$ cat config.mk
export PLATFORM = sky130hd
export DESIGN_NAME = clkPhaseDutyGen
export DESIGN_NICKNAME = d
export VERILOG_FILES = /design/src/rtl/ccgPkg.sv /design/src/rtl/ccgControl.sv /design/src/rtl/ccgOutMux.sv /design/src/rtl/ccgDatapath.sv /design/src/rtl/clkPhaseDutyGen.sv
export SDC_FILE = /design/constraint.sdc
export NUM_CORES = 1
export LEC_CHECK = 0
export BUFFER_PORTS_ARGS = -buffer_cell sky130_fd_sc_hd__buf_2
export CAP_MARGIN = 20
export CORE_ASPECT_RATIO = 1.25
export CORE_MARGIN = 3
export CORE_UTILIZATION = 45
export CTS_BUF_LIST = sky130_fd_sc_hd__clkbuf_4
export DETAILED_ROUTE_END_ITERATION = 8
export GPL_ROUTABILITY_DRIVEN = 0
export GPL_TIMING_DRIVEN = 0
export SYNTH_ARGS = -nofsm -noshare
export SYNTH_HDL_FRONTEND = slang
export SYNTH_SLANG_ARGS = --single-unit
$ cat constraint.sdc
create_clock -name clk -period 4.2 [get_ports clk]
set_clock_uncertainty 0.15 [all_clocks]
set_input_delay 0.84 -clock clk [delete_from_list [all_inputs] [get_ports clk]]
set_output_delay 0.84 -clock clk [all_outputs]
set_load 0.005 [all_outputs]
$ cat src/rtl/ccgPkg.sv
package ccgPkg;
  localparam int SLOT_BITS  = 5;
  localparam int SLOTS      = 1 << SLOT_BITS;
  localparam int DIV_BITS   = 3;
  localparam int REG_W      = 8;
  localparam int ADDR_W     = 2;
  localparam int IO_DIV_LSB = 4;

  typedef enum logic [ADDR_W-1:0] {
    ADDR_MODE = 2'd0,
    ADDR_OSEL = 2'd1,
    ADDR_STEP = 2'd2,
    ADDR_DIV  = 2'd3
  } regAddr_e;

  // settings consumed by the datapath
  typedef struct packed {
    logic                bypass;
    logic                dutyEn;
    logic [1:0]          ioSel;
    logic [1:0]          sysSel;
    logic [REG_W-1:0]    step;
    logic [DIV_BITS-1:0] ioDiv;
  } dpCfg_t;

  typedef struct packed {
    dpCfg_t              dp;
    logic [DIV_BITS-1:0] preDiv;
  } cfg_t;

  typedef struct packed {
    logic                 run;
    logic [SLOT_BITS-1:0] slot;
  } strobe_t;
endpackage

$ cat src/rtl/ccgControl.sv
module ccgControl
  import ccgPkg::*;
(
  input  logic              clk,
  input  logic              rstN,
  input  logic              refClk,
  input  logic              wrEn,
  input  logic [ADDR_W-1:0] wrAddr,
  input  logic [REG_W-1:0]  wrData,
  output strobe_t           strb,
  output logic              periodStart,
  output dpCfg_t            dpCfg
);
  logic                 refPrev;
  logic                 refRise;
  logic                 divRise;
  logic [DIV_BITS-1:0]  preCnt;
  logic [DIV_BITS-1:0]  preLimit;
  logic [SLOT_BITS-1:0] slot;
  logic                 run;
  cfg_t                 shadowCfg;
  cfg_t                 activeCfg;

  always_comb begin
    refRise  = refClk & ~refPrev;
    divRise  = refRise && (preCnt == '0);
    // the limit for the new period is the one that goes live at this edge
    preLimit = divRise ? shadowCfg.preDiv : activeCfg.preDiv;
  end

  always_ff @(posedge clk or negedge rstN) begin
    if (!rstN) begin
      shadowCfg <= '0;
    end else if (wrEn) begin
      case (regAddr_e'(wrAddr))
        ADDR_MODE: begin
          shadowCfg.dp.bypass <= wrData[0];
          shadowCfg.dp.dutyEn <= wrData[4];
        end
        ADDR_OSEL: begin
          shadowCfg.dp.ioSel  <= wrData[5:4];
          shadowCfg.dp.sysSel <= wrData[7:6];
        end
        ADDR_STEP: shadowCfg.dp.step <= wrData;
        default: begin
          shadowCfg.preDiv   <= wrData[DIV_BITS-1:0];
          shadowCfg.dp.ioDiv <= wrData[IO_DIV_LSB+DIV_BITS-1:IO_DIV_LSB];
        end
      endcase
    end
  end

  always_ff @(posedge clk or negedge rstN) begin
    if (!rstN) begin
      refPrev   <= 1'b0;
      preCnt    <= '0;
      slot      <= '0;
      run       <= 1'b0;
      activeCfg <= '0;
    end else begin
      refPrev <= refClk;
      if (refRise) begin
        preCnt <= (preCnt >= preLimit) ? '0 : preCnt + 1'b1;
      end
      if (divRise) begin
        slot      <= '0;
        run       <= 1'b1;
        activeCfg <= shadowCfg;
      end else if (run) begin
        slot <= slot + 1'b1;
      end
    end
  end

  assign strb        = '{run: run, slot: slot};
  assign periodStart = divRise;
  assign dpCfg       = activeCfg.dp;
endmodule

$ cat src/rtl/ccgOutMux.sv
module ccgOutMux (
  input  logic [1:0] sel,
  input  logic       bypass,
  input  logic       dutyEn,
  input  logic       dutyHi,
  input  logic       delayHi,
  input  logic       divHi,
  output logic       outNext
);
  always_comb begin
    outNext = 1'b0;
    if (!bypass) begin
      case (sel)
        2'b01:   outNext = dutyEn & dutyHi;
        2'b10:   outNext = delayHi;
        2'b11:   outNext = divHi;
        default: outNext = 1'b0;
      endcase
    end
  end
endmodule

$ cat src/rtl/ccgDatapath.sv
module ccgDatapath
  import ccgPkg::*;
(
  input  logic    clk,
  input  logic    rstN,
  input  strobe_t strb,
  input  dpCfg_t  dpCfg,
  output logic    ioClk,
  output logic    sysClk
);
  localparam int POS_W = DIV_BITS + SLOT_BITS;
  localparam logic [SLOT_BITS-1:0] HI_CODE   = 5'b01111;
  localparam logic [SLOT_BITS-1:0] SAT_CODE  = 5'b11111;
  localparam logic [SLOT_BITS-1:0] LAST_SLOT = SLOT_BITS'(SLOTS - 1);

  logic [SLOT_BITS-1:0] stepHi;
  logic [SLOT_BITS-1:0] nVal;
  logic [SLOT_BITS-1:0] dSlot;
  logic [DIV_BITS-1:0]  perIdx;
  logic [POS_W-1:0]     divPos;
  logic [POS_W-1:0]     divHalf;
  logic                 dutyHi;
  logic                 delayHi;
  logic                 divHi;
  logic [1:0]           outNext;
  logic [1:0]           selVec [2];
  logic [1:0]           divVec;

  always_comb begin
    stepHi = dpCfg.step[REG_W-1:REG_W-SLOT_BITS];
    if (stepHi >= HI_CODE) begin
      nVal = (stepHi == SAT_CODE) ? SAT_CODE : stepHi + 1'b1;
    end else begin
      nVal = {1'b0, dpCfg.step[6], dpCfg.step[2:0]} + 1'b1;
    end
    dSlot   = strb.slot - nVal;
    dutyHi  = strb.slot < nVal;
    delayHi = !dSlot[SLOT_BITS-1];
    divPos  = {perIdx, dSlot};
    divHalf = POS_W'({1'b0, dpCfg.ioDiv} + 1'b1) << (SLOT_BITS - 1);
    divHi   = divPos < divHalf;
  end

  always_ff @(posedge clk or negedge rstN) begin
    if (!rstN) begin
      perIdx <= '0;
    end else if (strb.run && dSlot == LAST_SLOT) begin
      perIdx <= (perIdx >= dpCfg.ioDiv) ? '0 : perIdx + 1'b1;
    end
  end

  assign selVec[0] = dpCfg.ioSel;
  assign selVec[1] = dpCfg.sysSel;
  assign divVec    = {1'b0, divHi};

  // index 0 drives the I/O clock, index 1 the undividable system clock
  for (genvar g = 0; g < 2; g++) begin : gOut
    ccgOutMux u_mux (
      .sel     (selVec[g]),
      .bypass  (dpCfg.bypass),
      .dutyEn  (dpCfg.dutyEn),
      .dutyHi  (dutyHi),
      .delayHi (delayHi),
      .divHi   (divVec[g]),
      .outNext (outNext[g])
    );
  end

  always_ff @(posedge clk or negedge rstN) begin
    if (!rstN) begin
      ioClk  <= 1'b0;
      sysClk <= 1'b0;
    end else begin
      ioClk  <= outNext[0];
      sysClk <= outNext[1];
    end
  end
endmodule

$ cat src/rtl/clkPhaseDutyGen.sv
module clkPhaseDutyGen
  import ccgPkg::*;
(
  input  logic       clk,
  input  logic       rstN,
  input  logic       refClk,
  input  logic       wrEn,
  input  logic [1:0] wrAddr,
  input  logic [7:0] wrData,
  output logic       ioClk,
  output logic       sysClk
);
  strobe_t strb;
  dpCfg_t  dpCfg;
  logic    periodStart;

  ccgControl u_ctrl (
    .clk         (clk),
    .rstN        (rstN),
    .refClk      (refClk),
    .wrEn        (wrEn),
    .wrAddr      (wrAddr),
    .wrData      (wrData),
    .strb        (strb),
    .periodStart (periodStart),
    .dpCfg       (dpCfg)
  );

  ccgDatapath u_dp (
    .clk    (clk),
    .rstN   (rstN),
    .strb   (strb),
    .dpCfg  (dpCfg),
    .ioClk  (ioClk),
    .sysClk (sysClk)
  );
endmodule

# --- Yosys cells after proc, flatten, opt, wreduce, memory -nomap -nowiden ---
# Index checks and enable logic that the tools add are counted.
totals:
  mem_bits_ro: 0
  in_bits: 14
  latchBits: 0
  ramBits: 0
  elab_cells: 68
  reg_bits: 55
  n_memories: 0
classes:
  magnitude_cmp: 5
  reduce_logical: 11
  div: 0
  shift: 0
  add_sub_neg: 7
  eq_ne: 9
  multipliers: 0
  n_mux: 11
  n_bitwise: 4
ops:
  columns: ["cell", "count"]
  rows:
  - ["$mux 5", 4]
  - ["$add 5x1->5 const B", 2]
  - ["$eq 5x5->1 const B", 2]
  - ["$mux 3", 3]
  - ["$eq 2x2->1 const B", 4]
  - ["$lt 8x8->1", 1]
  - ["$reduce_and 2->1", 4]
  - ["$add 3x1->3 const B", 2]
  - ["$eq 2x1->1 const B", 3]
  - ["$ge 3x3->1", 2]
  - ["$add 4x1->5 const B", 1]
  - ["$ge 5x4->1 const B", 1]
  - ["$lt 5x5->1", 1]
  - ["$sub 5x5->5", 1]
  - ["$add 3x1->4 const B", 1]
  - ["$logic_not 3->1", 1]
  - ["$pmux 1 s3", 1]
  - ["$reduce_or 3->1", 1]
  - ["$and 1x1->1", 2]
  - ["$logic_and 1x1->1", 2]
  - ["$logic_not 2->1", 1]
  - ["$mux 1", 2]
  - ["$not 1->1", 2]
  - ["$pmux 1 s2", 1]
  - ["other kinds (2)", 2]

# --- Depth between registers and ports, before layout ---
# Gate-level depths: netlist (run 1).
depth:
  word_depth: 7
  mapped_depth: 14

# --- Hierarchy ---
# From an unflattened synthesis (run 1), not the netlist that was laid out.
unflattened:
  hier_cells: 261
  area_unflattened_um2: 3062.9
by_module_without_submodules:
  columns: ["module", "area_each_um2", "n_inst", "cells_per_inst"]
  rows:
  - ["ccgControl", 2210.9, 1, 157]
  - ["ccgDatapath", 789.5, 1, 96]
  - ["ccgOutMux", 31.3, 2, 4]

# --- Worst setup path before layout (run 1) ---
# OpenSTA, ideal clock, no wires.
synth_timing:
  kind: "register -> register"
  startpoint: "register u_ctrl.activeCfg, in the netlist u_ctrl.dpCfg[6]"
  endpoint: "register u_dp.perIdx[0]"
  path_slack_ps: 1147
  setup_time_ps: 125
  arrival_time_ps: 2778
  stages_incl_launch_ff: 15
  cell_sequence: "dfrtp_1 ha_1 a21oi_1 o21bai_1 o21ai_0 inv_1 a22oi_1 ha_1 inv_1 fa_1 a21o_2 a21oi_2 xnor2_1 nand3_2 mux2_4"
synth_via:
  elab_chain_cells: 6
  elab_cells_between_ends: 8
synth_rtl:
  columns: ["item", "line_no", "source"]
  rows:
  - ["from (decl)", "ccgControl.sv:22", "cfg_t activeCfg;"]
  - ["from (signal assigned)", "ccgControl.sv:68", "activeCfg <= shadowCfg;"]
  - ["$add 5x1->5 / $eq 5x5->1 (equally long branches)", "ccgDatapath.sv:32", "nVal = (stepHi == SAT_CODE) ? SAT_CODE : stepHi + 1'b1;"]
  - ["$mux 5", "ccgDatapath.sv:32", null]
  - ["$mux 5 *", "ccgDatapath.sv:31", "if (stepHi >= HI_CODE) begin"]
  - ["$sub 5x5->5 *", "ccgDatapath.sv:36", "dSlot = strb.slot - nVal;"]
  - ["$eq 5x5->1 *", "ccgDatapath.sv:47", "end else if (strb.run && dSlot == LAST_SLOT) begin"]
  - ["$logic_and 1x1->1 *", "ccgDatapath.sv:47", null]
  - ["to (signal assigned)", "ccgDatapath.sv:48", "perIdx <= (perIdx >= dpCfg.ioDiv) ? '0 : perIdx + 1'b1;"]
  - ["to (decl)", "ccgDatapath.sv:19", "logic [DIV_BITS-1:0] perIdx;"]
# Mark *: on every way between the ends. The rest lies on a longest branch, timed or not.
# A chain may end at the register's enable or synchronous reset.

# --- Worst setup path in the final report (run 1) ---
# Same ends and word-level chain as after synthesis.

==> results of run 1 <==
==> final cells by class <==
class / count / area [sq um]
sequential: 55 / 1380
inverter: 16 / 60.1
timing repair buffer: 16 / 95.1
buffer: 5 / 43.8
clock inverter: 2 / 60.1
multi-input combinational: 164 / 1380
tap: 82 / 103
clock buffer: 6 / 45.0
fill: 552 / 2810
==> flip-flops by register name, indices dropped and copies added, names as in the netlist <==
register,count
u_ctrl.activeCfg,3
u_ctrl.dpCfg,17
u_ctrl.preCnt,3
u_ctrl.refPrev,1
u_ctrl.run,1
u_ctrl.shadowCfg,20
u_ctrl.slot,5
u_dp.ioClk,1
u_dp.perIdx,3
u_dp.sysClk,1
==> power by group <==
part / internal [mW] / switching [mW]
Sequential: 0.717 / 0.164
Clock: 0.192 / 0.165
Combinational: 0.585 / 0.591
Total: 1.49 / 0.919
==> cell usage in the layout (no fill, tap or decap), drive strengths merged, types with 5 or more instances in the layout <==
cell	n
inv	16
mux2i	5
dfrtp	55
nand2	16
buf	21
xor2	7
mux2	36
ha	23
o21ai	10
a21o	6
nor2	12
clkbuf	6
a21oi	8
==> critical path, delay by kind of cell, from the launching register on <==
family	cells	cell delay, ps
multiplexers	1	310
AND/OR/NAND/NOR	1	140
flip-flops	1	460
adder cells (fa/ha/maj)	3	860
AO/OA/AOI/OAI	6	1030
XOR/XNOR	1	170
buffers and inverters	2	120
==> layer usage <==
layer | wire (um) | share of wire | global-route usage
met5 | 0 | 0 | 0
met1 | 2240 | 0.46 | 0.187
met2 | 2460 | 0.50 | 0.262
met3 | 151 | 0.031 | 0.0274
met4 | 67 | 0.014 | 0.0490
==> worst max path at each step <==
stage	from	to	depth (start not counted)
finish	u_ctrl.dpCfg[6]$_DFFE_PN0P_	u_dp.perIdx[0]$_DFFE_PN0P_	14
global route	u_ctrl.dpCfg[6]$_DFFE_PN0P_	u_dp.perIdx[0]$_DFFE_PN0P_	14
CTS	u_ctrl.dpCfg[6]$_DFFE_PN0P_	u_dp.perIdx[0]$_DFFE_PN0P_	14
detailed placement	u_ctrl.dpCfg[6]$_DFFE_PN0P_	u_dp.perIdx[0]$_DFFE_PN0P_	14
global placement	u_ctrl.dpCfg[6]$_DFFE_PN0P_	u_dp.perIdx[0]$_DFFE_PN0P_	14
floorplan	u_ctrl.dpCfg[6]$_DFFE_PN0P_	u_dp.perIdx[0]$_DFFE_PN0P_	14
==> metrics by stage <==
step	cells	power, mW	hold slack, ps
floorplan	240	1.83	269
global placement	337	2.06	308
detailed placement	338	2.09	317
CTS	346	2.45	333
global route	346	2.66	345
finish	346	2.41	325
==> kinds of logic (layout without fill, tap and decap cells) <==
group,after synthesis,in the layout
flip-flops,55,55
adder cells (fa/ha/maj),24,24
XOR/XNOR,11,11
multiplexers,41,41
AND/OR/NAND/NOR,53,53
AO/OA/AOI/OAI,35,35
buffers and inverters,21,45
==> results.cfg, run 1 <==
[synth]
synth_fa_ha_area_frac = 0.108
yosys.area_share.simple = 0.102
yosys.area.top_type = dfrtp_1
yosys_most_used_dff = dfrtp_1
synth-seq-cells = 55
ys_types = 45
yosys_warnings = 0
syn_area_sq_um = 2860
synth_most_common_cell = dfrtp_1
synth_nets = 278
ys_seq_area_frac = 0.481
synth_compound_area_frac = 0.0787
syn_area_per_cell_sq_um = 11.9
async_flop_share = 1.00
synth_commonest_cells = 55 x dfrtp_1, 34 x mux2_2, 23 x ha_1
synth_edf_count = 0
synth_mux_area_frac = 0.161
synth-xor-area-share = 0.0337
synth_top_family_by_area = multiplexers
yosysTopAreaCellShare = 0.481
synth_area_leaders = dfrtp_1 48%, mux2_2 13%, ha_1 10%, xor2_1 2.1%, inv_1 2.1%
netlist_instances = 240

[setup_path]
crit_required_ps = 4330
start_kind = flip-flop
worst_path_max_delay_cell = dfrtp_1
setup.worst_path.class = reg2reg
ff2ff_setup_slack_ps = 860
reg2regPathDepth = 14
regToRegEndpoint = u_dp.perIdx[0]$_DFFE_PN0P_
worstPathCellList = ha_1 -> a21oi_1 -> o21bai_1 -> o21ai_0 -> inv_1 -> a22oi_1 -> ha_1 -> inv_1 -> fa_1 -> a21o_2 -> a21oi_2 -> xnor2_1 -> nand3_2 -> mux2_4
reg2reg_from = u_ctrl.dpCfg[6]$_DFFE_PN0P_
arrival_ps = 3470
endpoint_kind = flip-flop
critPathMaxStageDelay_ps = 460
cp_max_fo = 6

[drt]
post-route-drc-count = 0
dr.pass1.iters = 4
vias = 1798
detail_route.vias_per_cell = 5.20
wire_per_inst_um = 14.2
drt_iter0_markers = 77
ant_nets = 0
finalWirelength_um = 4920

[pwr]
p_per_area_nw_per_um2 = 763
peakVddDrop_mv = 0.297
leakage_nw = 1.48

[timing]
final-setup-viol-count = 0
fin_ws_ps = 864
tightest_slew_ps = 672
final.min_clock_period_ps = 3340
max_freq_ghz = 0.300
rsz0062_at_grt = no
hold_viol = 0
slew_viol_final = 0
setup_tns_ps = 0
finalCritPeriodShare = 0.794
relSlewSlack = 0.552

[cells_and_area]
nets = 301
syn2layout_area_growth_pct = 10.6
design_area_sq_um = 3160
drive_above_1_share = 0.277
antenna_cells = 0
final_util = 0.530

[die]
core_area_sq_um = 5970
std_cell_rows = 31
start_util = 0.479
dieArea_sq_um = 7350
die_h_um = 95.1
boundaryPins = 16
die_w_um = 77.3

[clocking]
cts_setup_buffers = 0
root_buffer = clkbuf_4
insertion_delay_ps = 370
cts_resized = 0
hold_buffers = 0
cts.htree.levels = 2
cts_made_buffers = 5
clk_pin_slew_ps = 150
clock_path_buffers = 2
cts_sinks = 55
cts_tree = done

[worst_hold_path]
hold_path_class = in2async

[placed_design]
hpwl_um = 3760
placed_area_sq_um = 3060
pre_cts_ws_ps = 862
portBuffers = 15

[global_route]
grt_max_degree = 30
antenna_found_initial = 0
grt-ovfl-total = 0
first_global_vias = 1795
grtUsageTotal = 0.149
grt_pass1_wl_um = 8600

[job]
maxCapViolCount = 0

[status]
status = completed
(Power assumes the default switching activity.)
==> inputs of run 2 (changes only) <==
Clock period 4.2 ns to 3.4 ns, I/O delays scaled along.
==> results.cfg, run 2 (synthesized netlist as in run 1, its figures left out) <==
[clocking]
clock_path_buffers = 2
cts_tree = done
root_buffer = clkbuf_4
clk_pin_slew_ps = 150
cts.htree.levels = 2
cts_made_buffers = 5
cts_sinks = 55
insertion_delay_ps = 370

[global_route]
first_global_vias = 1795
antenna_found_initial = 0
grtUsageTotal = 0.149
grt-ovfl-total = 0
grt_max_degree = 30
grt_pass1_wl_um = 8600

[cells_and_area]
multi_input_area_sq_um = 1390
num-fill-cells = 546
largest_reg_flops = 20
syn2layout_area_growth_pct = 11.6
drive_above_1_share = 0.301
mostFrequentLayoutCells = 54 x dfrtp_1, 34 x mux2_2, 22 x ha_1
regArea_sq_um = 1380
final_common_cell = dfrtp_1
antenna_cells = 0
nets = 303
regMostFlops = u_ctrl.shadowCfg

[setup_path]
worstPathCellList = ha_1 -> a21oi_2 -> o21bai_2 -> o21ai_2 -> inv_1 -> a22oi_1 -> ha_2 -> inv_1 -> fa_1 -> a21o_2 -> a21oi_2 -> xnor2_1 -> nand3_2 -> mux2_4
worst_path_max_delay_cell = dfrtp_1
start_kind = flip-flop
cp_max_fo = 5
crit_required_ps = 3530
setup.worst_path.class = reg2reg
endpoint_kind = flip-flop
critPathMaxStageDelay_ps = 450
arrival_ps = 3320

[pwr]
p_per_area_nw_per_um2 = 948
leakage_nw = 1.49
peakVddDrop_mv = 0.366

[status]
status = completed

[job]
maxCapViolCount = 0

[die]
std_cell_rows = 31
boundaryPins = 16
die_w_um = 77.3
core_area_sq_um = 5970
dieArea_sq_um = 7350
die_h_um = 95.1
start_util = 0.479

[drt]
drt_iter0_markers = 88
post-route-drc-count = 0
wire_per_inst_um = 14.3
ant_nets = 0
dr.pass1.iters = 4
vias = 1810
detail_route.vias_per_cell = 5.20
finalWirelength_um = 4970

[timing]
final.min_clock_period_ps = 3190
hold_ws_ps = 165
slew_viol_final = 0
hold_viol = 0
final-setup-viol-count = 0
tightest_slew_ps = 668
relSlewSlack = 0.554
setup_tns_ps = 0
max_freq_ghz = 0.314
finalCritPeriodShare = 0.938
rsz0062_at_grt = yes

[placed_design]
hpwl_um = 3760
portBuffers = 15

[worst_hold_path]
hold_path_class = in2async
[run 2: report_power, final]
| group | switching [mW] | internal (mW) | leakage (nW) |
|---|---|---|---|
| Sequential | 0.201 | 0.887 | 0.664 |
| Combinational | 0.748 | 0.751 | 0.772 |
| Clock | 0.204 | 0.238 | 0.0559 |
| Total | 1.15 | 1.88 | 1.49 |
[run 2: final timing paths]
kind / startpoint / end / slack [ps] / depth (start not counted)
worst max-delay path: u_ctrl.dpCfg[7]$_DFFE_PN0P_ / u_dp.perIdx[0]$_DFFE_PN0P_ / 210 / 14
worst min-delay path: rstN / u_ctrl.slot[1]$_DFFE_PN0P_ / 170 / 1
worst max register to register: u_ctrl.dpCfg[7]$_DFFE_PN0P_ / u_dp.perIdx[0]$_DFFE_PN0P_ / 210 / 14
worst min register to register: u_ctrl.shadowCfg[14]$_DFFE_PN0P_ / u_ctrl.dpCfg[11]$_DFFE_PN0P_ / 350 / 2
max in group asynchronous: rstN / u_dp.sysClk$_DFF_PN0_ / 2360 / 2
min in group clk: refClk / u_ctrl.refPrev$_DFF_PN0_ / 290 / 1
[run 2: repair_timing]
item,4_1_cts,5_1_grt
hold buffers,0,0
endpoints found under the setup margin,0,5
hold endpoints to repair,0,0
buffers inserted,0,2
gates resized for setup,0,6
[run 2: through the flow]
step | cells | setup WS (ps) | power, mW | instance area [sq um] | util
final | 348 | 210 | 3.03 | 3190 | 0.535
after global routing | 348 | -37.3 | 3.34 | 3190 | 0.535
after CTS | 346 | 33.7 | 3.03 | 3160 | 0.530
after detailed placement | 338 | 62.5 | 2.58 | 3060 | 0.512
after global placement | 337 | 112 | 2.54 | 3040 | 0.509
after floorplan | 240 | 347 | 2.26 | 2860 | -
[run 2: final cells by class]
type	instances	share of cell area
tap	82	0.0321
buffer	5	0.0137
sequential	55	0.431
clock inverter	2	0.0188
clock buffer	6	0.0141
inverter	16	0.0188
timing repair buffer	18	0.0345
multi-input combinational	164	0.437
[run 2: worst max-delay path: cells and delay by family (launching register included)]
kind	cells	cell delay, ps
xor+xnor	1	180
buf+inv	2	100
flops	1	450
fa+ha+maj	3	870
simple gates	1	120
mux	1	300
compound gates	6	910
[run 2: per-layer routing]
metal | routed length (um) | track usage | vias up
li1 | - | - | 899
met1 | 2270 | 0.187 | 884
met2 | 2490 | 0.262 | 21
met3 | 147 | 0.0274 | 6
met4 | 67 | 0.0490 | 0
met5 | 0 | 0 | -
==> inputs of run 3 (changes only) <==
Settings changed: SYNTH_HIERARCHICAL from default to 1.
==> results.cfg, run 3 <==
[timing]
final-setup-viol-count = 0
final.min_clock_period_ps = 3170
hold_ws_ps = 64.4
setup_tns_ps = 0
finalCritPeriodShare = 0.933
fin_ws_ps = 227
slew_viol_final = 0
rsz0062_at_grt = no
hold_viol = 0
max_freq_ghz = 0.315

[drt]
detail_route.vias_per_cell = 4.98
post-route-drc-count = 0
dr.pass1.iters = 4
ant_nets = 0
drt_iter0_markers = 44
wire_per_inst_um = 13.6
finalWirelength_um = 5090
vias = 1859

[placed_design]
placed_area_sq_um = 3270
hpwl_um = 3860
dpl.cell_count = 364
portBuffers = 15
pre_cts_ws_ps = 73.2

[die]
dieArea_sq_um = 7840
std_cell_rows = 33
die_w_um = 79.8
core_area_sq_um = 6570
die_h_um = 98.2
start_util = 0.467
boundaryPins = 16

[pwr]
peakVddDrop_mv = 0.395
internal_power_mw = 1.91
clkPwrFrac = 0.093
p_switching_mw = 1.23
p_sw_frac = 0.391
p_seq_frac = 0.329
p_per_area_nw_per_um2 = 939
leakage_nw = 1.55
total_power_mw = 3.14
pwr-share-comb = 0.578

[setup_path]
worst_path_max_delay_cell = dfrtp_1
cp_max_fo = 4
reg2reg_from = u_ctrl/dpCfg[6]$_DFFE_PN0N_
crit_start = u_ctrl/dpCfg[6]$_DFFE_PN0N_
arrival_ps = 3300
endpoint_kind = flip-flop
worst_path_most_repeated_cell = ha_1
crit_required_ps = 3520
critPathMaxStageDelay_ps = 410
start_kind = flip-flop
cp_num_buf_inv = 1
worstPathCellList = buf_4 -> ha_1 -> and3_1 -> o21ai_0 -> o311ai_1 -> ha_1 -> fa_1 -> nand2b_4 -> a21oi_4 -> xor2_2 -> o21ai_1 -> a211o_1 -> mux2i_1 -> o22ai_1
setup.worst_path.class = reg2reg
cp_top_family = adder cells

[status]
status = completed

[clocking]
cts_made_buffers = 5
clk_pin_slew_ps = 160
cts.htree.levels = 2
cts_tree = done
root_buffer = clkbuf_4
cts_sinks = 55
clock_path_buffers = 2
insertion_delay_ps = 370

[global_route]
grtUsageTotal = 0.143
grt-ovfl-total = 0
grt_max_degree = 40
first_global_vias = 1814
antenna_found_initial = 0
grt_pass1_wl_um = 8940

[synth]
synth_most_common_cell = dfrtp_1
synth_compound_area_frac = 0.0600
yosys_most_used_dff = dfrtp_1
synth_nets = 297
synth_area_leaders = dfrtp_1 45%, mux2_2 15%, ha_1 8.6%, buf_4 4.7%, mux2i_1 2.9%
syn_area_per_cell_sq_um = 11.7
netlist_instances = 261
synth_top_family_by_area = multiplexers
ys_types = 46
synth-seq-cells = 55
synth-xor-area-share = 0.0253
yosys_warnings = 6
ys_seq_area_frac = 0.449
syn_area_sq_um = 3060
yosys.area_share.simple = 0.117
yosys.area.top_type = dfrtp_1
async_flop_share = 1.00
synth_commonest_cells = 55 x dfrtp_1, 40 x mux2_2, 21 x ha_1
synth_edf_count = 0
synth_fa_ha_area_frac = 0.0923
yosysTopAreaCellShare = 0.449
synth_mux_area_frac = 0.181

[cells_and_area]
syn2layout_area_growth_pct = 9.15
largest_reg_flops = 20
drive_above_1_share = 0.346
design_area_sq_um = 3340
final_cells = 373
mostFrequentLayoutCells = 55 x dfrtp_1, 40 x mux2_2, 21 x ha_1
regMostFlops = u_ctrl/shadowCfg
final_util = 0.509
final_common_cell = dfrtp_1
antenna_cells = 0
nets = 321

[worst_hold_path]
hold_path_class = in2async

[job]
maxCapViolCount = 0
## run 3: cell type report
class / instances / area (sq um)
Fill cell: 597 / 3220
Clock inverter: 2 / 16.3
Multi-Input combinational cell: 169 / 1470
Clock buffer: 6 / 45.0
Sequential cell: 55 / 1380
Tap cell: 87 / 109
Buffer: 22 / 169
Inverter: 15 / 56.3
Timing Repair Buffer: 17 / 103
## run 3: path summary, 6_finish.rpt
kind,endpoint,slack [ps],cells past startpoint
worst min register to register,u_ctrl/dpCfg[4]$_DFFE_PN0N_,360,1
min in group clk,u_ctrl/refPrev$_DFF_PN0_,320,1
worst min-delay path,u_dp/perIdx[1]$_DFFE_PN0P_,60,1
worst max-delay path,u_dp/ioClk$_DFF_PN0_,230,14
worst max register to register,u_dp/ioClk$_DFF_PN0_,230,14
max in group asynchronous,u_ctrl/activeCfg[1]$_DFFE_PN0N_,2490,2
## run 3: worst register-to-register path: cells and delay by family (launching register included)
family | cells | cell delay (ps)
fa+ha+maj | 3 | 870
compound gates | 6 | 800
flops | 1 | 410
simple gates | 2 | 380
xor+xnor | 1 | 200
buf+inv | 1 | 150
mux | 1 | 140
## run 3: power groups by stage
stage                     registers (mW)  logic (mW)  clock network [mW]
after detailed placement            1.05        1.75                   0
after global routing                1.07        2.06               0.337
after global placement              1.05        1.69                   0
final                               1.03        1.81               0.293
after floorplan                     1.01        1.44                   0
after CTS                           1.04        1.76               0.316
## run 3: logic make-up after synthesis
kind of cell               count (synthesis)
AOI/OAI and AO/OA                         30
xor gates and xnor gates                   8
adders and majority gates                 22
buffers and inverters                     37
DFF                                       55
muxes                                     50
other                                      1
and+or+nand+nor                           58
## run 3: timing repair
item,4_1_cts,5_1_grt
hold buffers,0,0
gates resized for setup,0,2
setup endpoints to repair,0,1
setup buffers,0,1
## run 3: layer usage
layer | routed length, um | global-route usage
met1 | 2400 | 0.197
met2 | 2560 | 0.234
met3 | 84 | 0.0221
met4 | 52 | 0.0429
met5 | 0 | 0
